[src/rtl/dbgm_pkg.sv]
package dbgm_pkg;

  typedef enum logic [1:0] {
    ST_RUN      = 2'b00,
    ST_FRZ_EXT  = 2'b01,
    ST_FRZ_WAIT = 2'b10,
    ST_SVC      = 2'b11
  } dbgm_state_e;

  typedef enum logic [1:0] {
    ACT_NONE,
    ACT_IRQ,
    ACT_FRZ_EXT,
    ACT_FRZ_WAIT
  } dbgm_act_e;

  typedef struct packed {
    logic int_en;
    logic ext_en;
    logic msr_de;
    logic msr_we;
    logic port_we;
  } dbgm_en_t;

  function automatic logic is_frozen(dbgm_state_e s);
    return (s == ST_FRZ_EXT) || (s == ST_FRZ_WAIT);
  endfunction

endpackage

[src/rtl/dbgm_route.sv]
module dbgm_route
  import dbgm_pkg::*;
(
  input  dbgm_en_t  en,
  output dbgm_act_e act
);
  logic ext_ok, int_ok, wait_ok;

  always_comb begin
    ext_ok  = en.ext_en & en.msr_de;
    int_ok  = en.int_en & en.msr_de;
    wait_ok = ~en.int_en & ~en.ext_en & en.msr_we & en.port_we;
    if (ext_ok)       act = ACT_FRZ_EXT;
    else if (int_ok)  act = ACT_IRQ;
    else if (wait_ok) act = ACT_FRZ_WAIT;
    else              act = ACT_NONE;
  end
endmodule

[src/rtl/dbgm_step.sv]
module dbgm_step #(
  parameter int STEP_INSNS = 1,
  localparam int CW = (STEP_INSNS > 1) ? $clog2(STEP_INSNS) : 1
) (
  input  logic clk,
  input  logic rst,
  input  logic frozen,
  input  logic start,
  input  logic cancel,
  input  logic instr_done,
  output logic busy
);
  localparam logic [CW-1:0] LAST = CW'(STEP_INSNS - 1);

  logic [CW-1:0] cnt_q;
  logic          busy_q;

  always_ff @(posedge clk) begin
    if (rst) begin
      busy_q <= 1'b0;
      cnt_q  <= '0;
    end else if (!frozen || cancel) begin
      busy_q <= 1'b0;
      cnt_q  <= '0;
    end else if (busy_q) begin
      if (instr_done) begin
        if (cnt_q == LAST) begin
          busy_q <= 1'b0;
          cnt_q  <= '0;
        end else begin
          cnt_q <= cnt_q + 1'b1;
        end
      end
    end else if (start) begin
      busy_q <= 1'b1;
      cnt_q  <= '0;
    end
  end

  assign busy = busy_q;
endmodule

[src/rtl/dbgm_fsm.sv]
module dbgm_fsm
  import dbgm_pkg::*;
(
  input  logic        clk,
  input  logic        rst,
  input  logic        evt,
  input  dbgm_act_e   act,
  input  logic        irq,
  input  logic        irq_ret,
  input  logic        resume,
  input  logic        step_busy,
  output dbgm_state_e state,
  output logic        pend,
  output logic        irq_pulse,
  output logic        take_irq
);
  dbgm_state_e st_q, st_d;
  logic        pend_q, pend_d;
  logic        irqp_q, irqp_d;

  always_comb begin
    st_d     = st_q;
    pend_d   = pend_q;
    irqp_d   = 1'b0;
    take_irq = 1'b0;
    unique case (st_q)
      ST_RUN: begin
        if (evt) begin
          unique case (act)
            ACT_FRZ_EXT:  st_d = ST_FRZ_EXT;
            ACT_FRZ_WAIT: st_d = ST_FRZ_WAIT;
            ACT_IRQ:      irqp_d = 1'b1;
            default:      st_d = ST_RUN;
          endcase
        end
      end
      ST_FRZ_EXT: begin
        if (resume) st_d = ST_RUN;
      end
      ST_FRZ_WAIT: begin
        if (resume) begin
          st_d = ST_RUN;
        end else if (irq && !step_busy) begin
          st_d     = ST_SVC;
          take_irq = 1'b1;
        end
      end
      ST_SVC: begin
        if (irq_ret) begin
          st_d   = ST_FRZ_WAIT;
          pend_d = 1'b0;
        end else if (evt) begin
          pend_d = 1'b1;
        end
      end
      default: st_d = ST_RUN;
    endcase
  end

  always_ff @(posedge clk) begin
    if (rst) begin
      st_q   <= ST_RUN;
      pend_q <= 1'b0;
      irqp_q <= 1'b0;
    end else begin
      st_q   <= st_d;
      pend_q <= pend_d;
      irqp_q <= irqp_d;
    end
  end

  assign state     = st_q;
  assign pend      = pend_q;
  assign irq_pulse = irqp_q;
endmodule

[src/rtl/dbgm_ctrl.sv]
module dbgm_ctrl
  import dbgm_pkg::*;
#(
  parameter int STEP_INSNS = 1
) (
  input  logic       clk,
  input  logic       rst,
  input  logic       dbg_evt,
  input  logic       cr_int_en,
  input  logic       cr_ext_en,
  input  logic       ms_dbg_en,
  input  logic       ms_wait_en,
  input  logic       port_wait_en,
  input  logic       irq,
  input  logic       irq_ret,
  input  logic       port_resume,
  input  logic       port_step,
  input  logic       instr_done,
  output logic       dbg_irq,
  output logic       halt,
  output logic       irq_grant,
  output logic       bus_en,
  output logic       evt_pend,
  output logic [1:0] state_code
);
  dbgm_en_t    en;
  dbgm_act_e   act;
  dbgm_state_e st;
  logic        pend, irq_pulse, take_irq, step_busy, frozen, step_go;

  assign en = '{int_en: cr_int_en, ext_en: cr_ext_en, msr_de: ms_dbg_en,
                msr_we: ms_wait_en, port_we: port_wait_en};

  dbgm_route u_route (.en(en), .act(act));

  dbgm_fsm u_fsm (
    .clk(clk), .rst(rst), .evt(dbg_evt), .act(act), .irq(irq),
    .irq_ret(irq_ret), .resume(port_resume), .step_busy(step_busy),
    .state(st), .pend(pend), .irq_pulse(irq_pulse), .take_irq(take_irq)
  );

  assign frozen  = is_frozen(st);
  assign step_go = port_step & ~port_resume & ~take_irq;

  dbgm_step #(.STEP_INSNS(STEP_INSNS)) u_step (
    .clk(clk), .rst(rst), .frozen(frozen), .start(step_go),
    .cancel(port_resume), .instr_done(instr_done), .busy(step_busy)
  );

  // outputs are decodes of flops only
  assign dbg_irq    = irq_pulse;
  assign halt       = frozen & ~step_busy;
  assign irq_grant  = (st == ST_SVC);
  assign bus_en     = 1'b1;
  assign evt_pend   = pend;
  assign state_code = st;
endmodule

[config.mk]
export PLATFORM = sky130hd
export DESIGN_NAME = dbgm_ctrl
export DESIGN_NICKNAME = d
export VERILOG_FILES = /design/src/rtl/dbgm_pkg.sv /design/src/rtl/dbgm_route.sv /design/src/rtl/dbgm_step.sv /design/src/rtl/dbgm_fsm.sv /design/src/rtl/dbgm_ctrl.sv
export SDC_FILE = /design/constraint.sdc
export NUM_CORES = 1
export LEC_CHECK = 0
export BUFFER_PORTS_ARGS = -buffer_cell sky130_fd_sc_hd__buf_2
export CORE_AREA = 2 2 39 41
export DETAILED_ROUTE_END_ITERATION = 8
export DIE_AREA = 0 0 41 43
export HOLD_SLACK_MARGIN = 0.15
export PLACE_DENSITY = 0.57
export SLEW_MARGIN = 5
export SYNTH_ARGS = -nofsm -noshare
export SYNTH_HDL_FRONTEND = slang
export SYNTH_HIERARCHICAL = 1
export SYNTH_SLANG_ARGS = --single-unit
[constraint.sdc]
create_clock -name clk -period 2 [get_ports clk]
set_clock_uncertainty 0.1 [all_clocks]
set_input_delay 0.4 -clock clk [delete_from_list [all_inputs] [get_ports clk]]
set_output_delay 0.4 -clock clk [all_outputs]
set_load 0.01 [all_outputs]
==> flow_metrics.tcl <==
set metrics [dict create \
    status "completed" \
    max_freq_ghz 0.582 \
    io_pins 20 \
    cts_tree "built" \
    drt-initial-drc-count 1 \
    final_cell_area_um2 477 \
    placed_area_um2 450 \
    rsz0062_at_grt "no" \
    nFillCells 152 \
    synthTopCellsByArea "dfxtp_1, nand3b_4, a311oi_1" \
    wl_per_cell_um 9.46 \
    clk_latency_ps 240 \
    syn-cell-area_um2 352 \
    rows 14 \
    cp.required_ps 1500 \
    clock-sinks 5 \
    yosys_warnings 6 \
    fp.dieW_um 41 \
    start_kind "flip-flop" \
    synth-seq-cells 5 \
    start_util_pct 25.4 \
    overflow 0 \
    async_reset_ff_share_pct 0 \
    cts-root-buf "clkbuf_4" \
    drive_above_1_share_pct 55.4 \
    post-cts-setup-buffer-count 0 \
    area_delta_synth_final_pct 35.6 \
    fin_crit_sh_pct 85.9 \
    synthMostInstantiatedCell "dfxtp_1" \
    crit_type "reg2out" \
    ir_drop_mv 0.120 \
    synthCells 35 \
    drc 0 \
    routed_wl_um 681 \
    synth_top_area_share_pct 28.5 \
    holdWs_ps 295 \
    avgSynthCellArea_um2 10.0 \
    place_congestion 0.648 \
    first_pass_iters 2 \
    grt.total_usage_pct 9.52 \
    p_leak_nw 0.226 \
    finalPower_w 0.000267 \
    yosysTopAreaCell "dfxtp_1" \
    hold_path_class "in2reg" \
    grt_pass1_vias 324 \
    arrival_ps 1220 \
    postCtsResizedCells 0 \
    cts_buffers 3 \
    synth_flop_cell "dfxtp_1" \
    synth-edff-count 0 \
    cts.hold.buffers_added 0 \
    viasPerCell 4.67 \
    p_per_area_mw_per_mm2 561 \
    worst-path-max-fanout 8 \
    finalCriticalPeriod_ps 1720 \
    grt_antenna_before_repair 0 \
    syn-num-nets 49 \
    grt_max_degree 10 \
    die_y_um 43 \
    nets 71 \
    dp_hpwl_um 585 \
    finalHoldViolCount 0 \
    finalSetupViolations 0 \
    final_util_pct 34.4 \
    antennaDiodeCount 0 \
    grt_pass1_wl_mm 1.15 \
    portBuffers 18 \
    clkTransAtPathRegs_ps 40 \
    dieArea_mm2 0.00176 \
    clockBufferDepth 2 \
    setup_tns_ps 0 \
    ant_nets 0 \
    synth-seq-area-share_pct 28.5 \
    end_kind "primary output" \
    synth_cell_types 25 \
    finalMaxSlewViolations 0 \
    core-area_mm2 0.00138 \
    cap_violations 0 \
    htreeDepth 1 \
    vias 336 \
]
worst max-delay path: stages (launching register included):
cell and delay [ps]:
dfxtp_1 440, ha_1 280, nor2b_1 130, buf_2 130
worst paths after layout:
path              slack, ps  cells after the start           start     endpoint
setup / recovery        280                      3  u_fsm/state[0]         halt
setup reg to reg        460                      5  u_fsm/state[0]  u_step/busy
hold reg to reg         430                      2     u_step/busy  u_step/busy
hold / removal          300                      2         irq_ret   u_fsm/pend
layout by cell type (no fill, tap or decap), drive strengths merged:
| cell type | synthesis | routed |
|---|---|---|
| a2111oi | 1 | 1 |
| a211oi | 1 | 1 |
| a21oi | 1 | 1 |
| a311oi | 2 | 2 |
| a31oi | 2 | 2 |
| a41oi | 1 | 1 |
| and2b | 1 | 1 |
| and4 | 2 | 2 |
| and4bb | 1 | 1 |
| buf | 2 | 19 |
| clkbuf | 0 | 4 |
| conb | 1 | 1 |
| dfxtp | 5 | 5 |
| ha | 1 | 1 |
| inv | 2 | 2 |
| nand2 | 2 | 2 |
| nand2b | 2 | 2 |
| nand3b | 1 | 1 |
| nor2 | 1 | 1 |
| nor2b | 2 | 2 |
| nor3 | 2 | 2 |
| nor3b | 1 | 1 |
| o21ai | 1 | 1 |
power by group:
part / internal, W / switching [W]
logic: 0.0000245 / 0.0000248
registers: 0.000102 / 0.00000258
clock network: 0.0000752 / 0.0000380
total: 0.000202 / 0.0000653
metrics by stage:
stage                     std cells  worst slack, ps
final                            72              282
after CTS                        72              268
after floorplan                  35              521
after global placement           68              430
after detailed placement         68              404
after global routing             72              221
sequential cells by signal (all words and copies together) (netlist names):
name	cells
u_fsm/irq_pulse	1
u_step/busy	1
u_fsm/state	2
u_fsm/pend	1
routing by layer:
| metal | GRT usage [%] | wire [um] |
|---|---|---|
| met3 | 1.57 | 49 |
| met5 | 0 | 0 |
| met4 | 8.00 | 0 |
| met2 | 14.4 | 327 |
| met1 | 10.9 | 303 |
cell families (layout without fill, tap and decap cells):
group	after synthesis	after routing	share of synthesized area, %
flops	5	5	28.5
compound gates	9	9	23.8
simple gates	15	15	35.6
buf+inv	4	25	7.47
fa+ha+maj	1	1	3.56
other cells	1	1	1.07
cell type report:
cell class                      count  area, um^2  share of cell area, %
Multi-Input combinational cell     26         225                   47.2
Sequential cell                     5         100                   21.0
Timing Repair Buffer               19        97.6                   20.5
Clock buffer                        4        26.3                   5.51
Tap cell                           16        20.0                   4.20
Inverter                            2        7.51                   1.57
(Power assumes the default switching activity.)
